[config.mk]
export PLATFORM = sky130hd
export DESIGN_NAME = mcp_core
export DESIGN_NICKNAME = d
export VERILOG_FILES = /design/src/rtl/mcp_pkg.sv /design/src/rtl/mcp_alu.sv /design/src/rtl/mcp_regfile.sv /design/src/rtl/mcp_datapath.sv /design/src/rtl/mcp_control.sv /design/src/rtl/mcp_core.sv
export SDC_FILE = /design/constraint.sdc
export NUM_CORES = 2
export LEC_CHECK = 0
export BUFFER_PORTS_ARGS = -buffer_cell sky130_fd_sc_hd__buf_2
export CORE_ASPECT_RATIO = 0.7
export CORE_UTILIZATION = 35
export CTS_CLUSTER_DIAMETER = 40
export DETAILED_ROUTE_END_ITERATION = 16
export GPL_TIMING_DRIVEN = 0
export PLACE_DENSITY = 0.48
export REMOVE_ABC_BUFFERS = 1
export SLEW_MARGIN = 20
export SYNTH_ARGS = -nofsm -noshare
export SYNTH_HDL_FRONTEND = slang
export SYNTH_SLANG_ARGS = --single-unit
[constraint.sdc]
create_clock -name clk -period 7.57 [get_ports clk]
set_clock_uncertainty 0.05 [all_clocks]
set_input_delay 0.757 -clock clk [delete_from_list [all_inputs] [get_ports clk]]
set_output_delay 0.757 -clock clk [all_outputs]
set_load 0.1 [all_outputs]
[src/rtl/mcp_pkg.sv]
package mcp_pkg;

  localparam int XLEN    = 32;
  localparam int NREGS   = 32;
  localparam int RIDX_W  = $clog2(NREGS);
  localparam int IMM_W   = 16;

  localparam logic [5:0] OP_ALU   = 6'h00;
  localparam logic [5:0] OP_LOAD  = 6'h23;
  localparam logic [5:0] OP_STORE = 6'h2B;
  localparam logic [5:0] OP_BEQ   = 6'h04;

  localparam logic [5:0] FN_ADD = 6'h20;
  localparam logic [5:0] FN_SUB = 6'h22;
  localparam logic [5:0] FN_AND = 6'h24;
  localparam logic [5:0] FN_OR  = 6'h25;
  localparam logic [5:0] FN_SLT = 6'h2A;

  typedef enum logic [3:0] {
    S_FETCH, S_DECODE, S_ADDR, S_LDMEM, S_LDWB, S_STMEM, S_EXEC, S_EXWB, S_BRANCH
  } stepE;

  typedef enum logic [1:0] {
    SRCB_REG, SRCB_FOUR, SRCB_IMM, SRCB_IMMSH
  } srcBE;

  typedef enum logic [2:0] {
    ALU_ADD, ALU_SUB, ALU_AND, ALU_OR, ALU_SLT
  } aluOpE;

  typedef struct packed {
    logic  addrFromRes;
    logic  memWe;
    logic  irWrite;
    logic  pcStep;
    logic  pcBranch;
    logic  srcAFromReg;
    srcBE  srcB;
    aluOpE aluOp;
    logic  regWrite;
    logic  dstIsRd;
    logic  wbFromMem;
  } ctlS;

endpackage

[src/rtl/mcp_alu.sv]
module mcp_alu
  import mcp_pkg::*;
#(
  parameter int W = XLEN
) (
  input  logic [W-1:0] opA,
  input  logic [W-1:0] opB,
  input  aluOpE        op,
  output logic [W-1:0] result,
  output logic         isZero
);

  logic [W-1:0] diff;
  assign diff = opA - opB;

  always_comb begin
    unique case (op)
      ALU_SUB: result = diff;
      ALU_AND: result = opA & opB;
      ALU_OR:  result = opA | opB;
      ALU_SLT: result = {{(W-1){1'b0}}, ($signed(opA) < $signed(opB))};
      default: result = opA + opB;
    endcase
  end

  assign isZero = (result == '0);

endmodule

[src/rtl/mcp_regfile.sv]
module mcp_regfile
  import mcp_pkg::*;
#(
  parameter int W = XLEN,
  parameter int N = NREGS,
  localparam int AW = $clog2(N)
) (
  input  logic          clk,
  input  logic          we,
  input  logic [AW-1:0] wIdx,
  input  logic [W-1:0]  wData,
  input  logic [AW-1:0] rIdxA,
  input  logic [AW-1:0] rIdxB,
  output logic [W-1:0]  rDataA,
  output logic [W-1:0]  rDataB
);

  logic [W-1:0] cells [1:N-1];

  for (genvar g = 1; g < N; g++) begin : gCell
    always_ff @(posedge clk) begin
      if (we && wIdx == AW'(g)) cells[g] <= wData;
    end
  end

  assign rDataA = (rIdxA == '0) ? '0 : cells[rIdxA];
  assign rDataB = (rIdxB == '0) ? '0 : cells[rIdxB];

endmodule

[src/rtl/mcp_datapath.sv]
module mcp_datapath
  import mcp_pkg::*;
#(
  parameter int W = XLEN,
  parameter int N = NREGS,
  localparam int AW = $clog2(N)
) (
  input  logic         clk,
  input  logic         rst,
  input  ctlS          ctl,
  input  logic [W-1:0] memRdata,
  output logic [W-1:0] memAddr,
  output logic [W-1:0] memWdata,
  output logic [5:0]   irOp,
  output logic [5:0]   irFunct
);

  logic [W-1:0] pc, ir, mdr, regA, regB, resReg;
  logic [W-1:0] rfA, rfB, opA, opB, aluY, immSx, wbData;
  logic         aluZero;
  logic [AW-1:0] rsIdx, rtIdx, rdIdx, wIdx;

  assign irOp    = ir[31:26];
  assign irFunct = ir[5:0];
  assign rsIdx   = ir[21 +: AW];
  assign rtIdx   = ir[16 +: AW];
  assign rdIdx   = ir[11 +: AW];
  assign immSx   = {{(W-IMM_W){ir[IMM_W-1]}}, ir[IMM_W-1:0]};

  assign opA = ctl.srcAFromReg ? regA : pc;

  always_comb begin
    unique case (ctl.srcB)
      SRCB_REG:   opB = regB;
      SRCB_FOUR:  opB = W'(4);
      SRCB_IMM:   opB = immSx;
      default:    opB = immSx << 2;
    endcase
  end

  mcp_alu #(.W(W)) i_alu (
    .opA(opA), .opB(opB), .op(ctl.aluOp), .result(aluY), .isZero(aluZero)
  );

  assign wIdx   = ctl.dstIsRd ? rdIdx : rtIdx;
  assign wbData = ctl.wbFromMem ? mdr : resReg;

  mcp_regfile #(.W(W), .N(N)) i_regfile (
    .clk(clk), .we(ctl.regWrite), .wIdx(wIdx), .wData(wbData),
    .rIdxA(rsIdx), .rIdxB(rtIdx), .rDataA(rfA), .rDataB(rfB)
  );

  always_ff @(posedge clk) begin
    if (rst) begin
      pc     <= '0;
      ir     <= '0;
      mdr    <= '0;
      regA   <= '0;
      regB   <= '0;
      resReg <= '0;
    end else begin
      if (ctl.pcStep) pc <= aluY;
      else if (ctl.pcBranch && aluZero) pc <= resReg;
      if (ctl.irWrite) ir <= memRdata;
      mdr    <= memRdata;
      regA   <= rfA;
      regB   <= rfB;
      resReg <= aluY;
    end
  end

  assign memAddr  = ctl.addrFromRes ? resReg : pc;
  assign memWdata = regB;

  AST_PC_STEP: assert property (@(posedge clk) disable iff (rst)
    ctl.irWrite |=> pc == $past(pc) + W'(4));

  AST_PC_ALIGNED: assert property (@(posedge clk) disable iff (rst)
    pc[1:0] == 2'b00);

  AST_IR_HOLD: assert property (@(posedge clk) disable iff (rst)
    !ctl.irWrite |=> $stable(ir));

endmodule

[src/rtl/mcp_control.sv]
module mcp_control
  import mcp_pkg::*;
(
  input  logic       clk,
  input  logic       rst,
  input  logic [5:0] irOp,
  input  logic [5:0] irFunct,
  output ctlS        ctl
);

  stepE step, stepNext;
  aluOpE functOp;

  always_ff @(posedge clk) begin
    if (rst) step <= S_FETCH;
    else     step <= stepNext;
  end

  always_comb begin
    unique case (irFunct)
      FN_SUB:  functOp = ALU_SUB;
      FN_AND:  functOp = ALU_AND;
      FN_OR:   functOp = ALU_OR;
      FN_SLT:  functOp = ALU_SLT;
      default: functOp = ALU_ADD;
    endcase
  end

  always_comb begin
    stepNext = S_FETCH;
    unique case (step)
      S_FETCH:  stepNext = S_DECODE;
      S_DECODE: begin
        unique case (irOp)
          OP_ALU:   stepNext = S_EXEC;
          OP_LOAD:  stepNext = S_ADDR;
          OP_STORE: stepNext = S_ADDR;
          OP_BEQ:   stepNext = S_BRANCH;
          default:  stepNext = S_FETCH;
        endcase
      end
      S_ADDR:   stepNext = (irOp == OP_LOAD) ? S_LDMEM : S_STMEM;
      S_LDMEM:  stepNext = S_LDWB;
      S_EXEC:   stepNext = S_EXWB;
      default:  stepNext = S_FETCH;
    endcase
  end

  always_comb begin
    ctl = '0;
    unique case (step)
      S_FETCH: begin
        ctl.irWrite = 1'b1;
        ctl.pcStep  = 1'b1;
        ctl.srcB    = SRCB_FOUR;
      end
      S_DECODE: ctl.srcB = SRCB_IMMSH;
      S_ADDR: begin
        ctl.srcAFromReg = 1'b1;
        ctl.srcB        = SRCB_IMM;
      end
      S_LDMEM: ctl.addrFromRes = 1'b1;
      S_LDWB: begin
        ctl.regWrite  = 1'b1;
        ctl.wbFromMem = 1'b1;
      end
      S_STMEM: begin
        ctl.addrFromRes = 1'b1;
        ctl.memWe       = 1'b1;
      end
      S_EXEC: begin
        ctl.srcAFromReg = 1'b1;
        ctl.aluOp       = functOp;
      end
      S_EXWB: begin
        ctl.regWrite = 1'b1;
        ctl.dstIsRd  = 1'b1;
      end
      S_BRANCH: begin
        ctl.srcAFromReg = 1'b1;
        ctl.aluOp       = ALU_SUB;
        ctl.pcBranch    = 1'b1;
      end
      default: ctl = '0;
    endcase
  end

  AST_FETCH_AFTER_RESET: assert property (@(posedge clk) disable iff (rst)
    $past(rst) |-> step == S_FETCH);

  AST_WE_SINGLE: assert property (@(posedge clk) disable iff (rst)
    ctl.memWe |=> !ctl.memWe);

endmodule

[src/rtl/mcp_core.sv]
module mcp_core
  import mcp_pkg::*;
#(
  parameter int W = XLEN,
  parameter int N = NREGS
) (
  input  logic         clk,
  input  logic         rst,
  input  logic [W-1:0] memRdata,
  output logic [W-1:0] memAddr,
  output logic [W-1:0] memWdata,
  output logic         memWe
);

  ctlS        ctl;
  logic [5:0] irOp, irFunct;

  mcp_control i_control (
    .clk(clk), .rst(rst), .irOp(irOp), .irFunct(irFunct), .ctl(ctl)
  );

  mcp_datapath #(.W(W), .N(N)) i_datapath (
    .clk(clk), .rst(rst), .ctl(ctl), .memRdata(memRdata),
    .memAddr(memAddr), .memWdata(memWdata), .irOp(irOp), .irFunct(irFunct)
  );

  assign memWe = ctl.memWe;

endmodule

==> flow_metrics.tcl <==
set metrics [dict create \
    initial_core_util 0.355 \
    cell_type_with_the_largest_total_area_after_synthesis "sky130_fd_sc_hd__edfxtp_1" \
    worst_slew_margin_rel 0.232 \
    first_iter_violations 4254 \
    ir_worst_vdd_v 0.000210 \
    cp_data_required_time_ns 8.16 \
    worstHoldPathCells 2 \
    postCtsHoldBufs 0 \
    detail_route.drc_violations 0 \
    routed_wl_per_cell_um 32.7 \
    grt_pass1_vias 37100 \
    synthFlopType "sky130_fd_sc_hd__edfxtp_1" \
    clockBufferDepth 3 \
    globalRouteTotalUtil 0.247 \
    globalplace.congestion 0.913 \
    rr_worst_depth 18 \
    synth-edff-count 992 \
    async_reset_ff_frac 0 \
    power.density_cell_area_nw_per_um2 306 \
    finalHoldViolCount 0 \
    ys_top_cells_by_area "sky130_fd_sc_hd__edfxtp_1 51%, sky130_fd_sc_hd__mux4_2 17%, sky130_fd_sc_hd__dfxtp_1 6.7%, sky130_fd_sc_hd__mux2_2 3.9%, sky130_fd_sc_hd__mux2i_1 2.7%" \
    pin_count 99 \
    detailroute.via_count 38100 \
    tritoncts_clock_tree "done" \
    port_buffers 98 \
    worst_setup_path_startpoint "i_control.step[2]" \
    grt_pass1_wl_um 290000 \
    crit_path_end "i_datapath.pc[18]" \
    layout-drive-gt1-share 0.302 \
    worst_setup_hold_path_clk_slew_ns 0.06 \
    multi_input_comb_area_um2 23500 \
    rsz0062_at_grt "false" \
    run_status "finished clean" \
    synth.avg_cell_area_um2 15.0 \
    max_slew.worst_pin.slew_ns 1.15 \
    final_cell_mix "992 x sky130_fd_sc_hd__edfxtp_1, 428 x sky130_fd_sc_hd__mux4_2, 201 x sky130_fd_sc_hd__mux2_2" \
    postSynthCellCount 3875 \
    ff2ff_setup_slack_ns 0.46 \
    globalRouteOverflowTotal 0 \
    clock-root-buffer "sky130_fd_sc_hd__clkbuf_16" \
    rows 124 \
    mappedNetlistArea_um2 58300 \
    worstSetupEndpointType "flop" \
    holdCritPathClass "input port to flop" \
    classification_of_the_worst_setup_path "flop to flop" \
    p_total_uw 21300 \
    timing.max_cap.violations 0 \
    timing.critical_path.from_type "flop" \
    finalSetupViolations 0 \
    grt_antenna_before_repair 7 \
    route.detailed.vias_per_inst 6.01 \
    die_area_um2 168000 \
    power_leakage_uw 0.0226 \
    htree_num_levels 4 \
    area_growth_pct 19.4 \
    num-fill-cells 14600 \
    cts_buffers 142 \
    cts_setup_buffers 0 \
    dpl.hpwl_um 144000 \
    reg2reg_to "i_datapath.pc[18]" \
    core_region_area_um2 164000 \
    postSynthRegisterBits 1188 \
    arrival_ns 7.70 \
    layout_worst_path_cycle_share 0.940 \
    nNetsFinal 4148 \
    netlist.area_leader.share 0.511 \
    groute.layer.met3.usage 0.0554 \
    fin_ws_ns 0.456 \
    max_clock_freq_ghz 0.141 \
    post_synthesis_cell_type_count 81 \
    synth.yosys.seq_area_share 0.579 \
    globalRouteMet2Util 0.369 \
    clock_insertion_delay_worst_skew_ns 0.78 \
    drv_slew 0 \
    gr-usage-met1 0.360 \
    final_antenna_net_count 0 \
    detail_route.wirelength_um 207000 \
    drt-pass1-iter-count 6 \
    worst_r2r_startpoint "i_control.step[2]" \
    ys.warnings.count 0 \
    grt-busiest-layer "met2" \
    cts.sink_count 1188 \
    critical_path.max_fanout 16 \
    layout_commonest_cell "sky130_fd_sc_hd__edfxtp_1" \
    place_worst_setup_slack_ns 0.389 \
    ff_latch_area_um2 33700 \
    die-height_um 343 \
    final.min_clock_period_ns 7.11 \
    die_w_um 490 \
    grt_start_max_net_pins 73 \
]
[cell type report]
| class | count | area share |
|---|---|---|
| antenna | 2 | 0.0000720 |
| clock buffer | 180 | 0.0557 |
| clock inverter | 84 | 0.0127 |
| inverter | 101 | 0.00545 |
| multi-input combinational | 2285 | 0.337 |
| sequential | 1188 | 0.485 |
| tap | 2205 | 0.0397 |
| timing repair buffer | 298 | 0.0639 |
[through the flow]
stage,util,instances,hold WS [ns],cell area (um^2),TNS (ns)
finish,0.423,6343,0.178,69600,0
global route,0.423,6341,0.185,69500,0
CTS,0.423,6341,0.128,69500,0
detailed placement,0.394,6077,0.423,64800,0
global placement,0.367,5877,0.415,60400,-
floorplan,-,3574,0.388,57100,-6584.07
[worst max-delay path, stage by stage, from the launching register on]
cell and delay (ns):
sky130_fd_sc_hd__dfxtp_1 0.46, sky130_fd_sc_hd__nor2_1 0.36, sky130_fd_sc_hd__nand2_2 0.42, sky130_fd_sc_hd__a222oi_1 0.89, sky130_fd_sc_hd__inv_1 0.11, sky130_fd_sc_hd__ha_1 0.47
sky130_fd_sc_hd__or3_1 0.48, sky130_fd_sc_hd__a2111oi_0 0.40, sky130_fd_sc_hd__nor2_1 0.21, sky130_fd_sc_hd__o41ai_2 0.55, sky130_fd_sc_hd__mux2i_1 0.15, sky130_fd_sc_hd__a221oi_1 0.66
sky130_fd_sc_hd__nand2_1 0.16, sky130_fd_sc_hd__or4_4 0.47, sky130_fd_sc_hd__nor4b_4 0.33, sky130_fd_sc_hd__buf_6 0.23, sky130_fd_sc_hd__buf_6 0.20, sky130_fd_sc_hd__nor3b_1 0.26
sky130_fd_sc_hd__nor3_1 0.08
[registers in the layout, summed over array words and instances (netlist names)]
| name | flops |
|---|---|
| i_datapath.memWdata | 32 |
| i_datapath.regA | 32 |
| i_datapath.resReg | 32 |
| i_datapath.i_regfile.cells | 992 |
| i_control.step | 4 |
| i_datapath.mdr | 32 |
| i_datapath.ir | 32 |
| i_datapath.pc | 32 |
[how the worst min path moves through the flow]
stage	start	endpoint
6_report	memRdata[0]	i_datapath.mdr[0]
5_1_grt	memRdata[16]	i_datapath.ir[16]
4_1_cts	memRdata[0]	i_datapath.mdr[0]
2_1_floorplan	i_datapath.ir[30]	i_datapath.ir[30]
3_5_place_dp	i_datapath.ir[27]	i_datapath.ir[27]
3_3_place_gp	i_datapath.ir[27]	i_datapath.ir[27]
[cells by family (layout without fill, tap and decap cells)]
kind of cell,count (synthesis),in the layout,share of synthesized area
and+or+nand+nor,691,691,0.0585
DFF,1188,1188,0.579
muxes,785,785,0.231
xor gates and xnor gates,9,9,0.00135
adders and majority gates,98,98,0.0213
buffers and inverters,402,663,0.0262
AOI/OAI and AO/OA,702,702,0.0830
other,0,2,0
[what timing repair did]
item	in CTS	in global routing
resized for setup	0	4
setup endpoints to repair	0	21
hold endpoints to repair	0	0
[report_power, final]
part / total (uW) / switching (uW) / internal (uW)
registers: 8130 / 314 / 7810
clock network: 6940 / 2910 / 4030
logic: 6210 / 4160 / 2050
total: 21300 / 7380 / 13900
[Yosys cell counts, types with 9 or more instances]
master / count
sky130_fd_sc_hd__buf_1: 61
sky130_fd_sc_hd__nand2_1: 184
sky130_fd_sc_hd__o221ai_1: 51
sky130_fd_sc_hd__nor4_1: 14
sky130_fd_sc_hd__o21a_1: 11
sky130_fd_sc_hd__o31ai_1: 13
sky130_fd_sc_hd__inv_1: 99
sky130_fd_sc_hd__buf_2: 9
sky130_fd_sc_hd__mux4_2: 428
sky130_fd_sc_hd__clkbuf_1: 230
sky130_fd_sc_hd__nand3_1: 17
sky130_fd_sc_hd__nand2b_1: 19
sky130_fd_sc_hd__dfxtp_1: 196
sky130_fd_sc_hd__ha_1: 96
sky130_fd_sc_hd__nor3_1: 148
sky130_fd_sc_hd__a21o_1: 43
sky130_fd_sc_hd__a222oi_1: 12
sky130_fd_sc_hd__edfxtp_1: 992
sky130_fd_sc_hd__a21oi_1: 199
sky130_fd_sc_hd__a221o_1: 15
sky130_fd_sc_hd__mux2_2: 201
sky130_fd_sc_hd__or3_1: 9
sky130_fd_sc_hd__nor2b_1: 73
sky130_fd_sc_hd__a31oi_1: 10
sky130_fd_sc_hd__o21ai_0: 127
sky130_fd_sc_hd__o211ai_1: 9
sky130_fd_sc_hd__mux2i_1: 156
sky130_fd_sc_hd__a221oi_1: 114
sky130_fd_sc_hd__nor2_1: 144
sky130_fd_sc_hd__nor3b_1: 38
sky130_fd_sc_hd__nand4_1: 9
[per-layer routing]
| layer | up-vias | wire [um] |
|---|---|---|
| met5 | - | 0 |
| met2 | 1701 | 91100 |
| met3 | 280 | 18200 |
| met1 | 20100 | 93400 |
| li1 | 16000 | - |
| met4 | 0 | 4750 |
(Power assumes the default switching activity.)
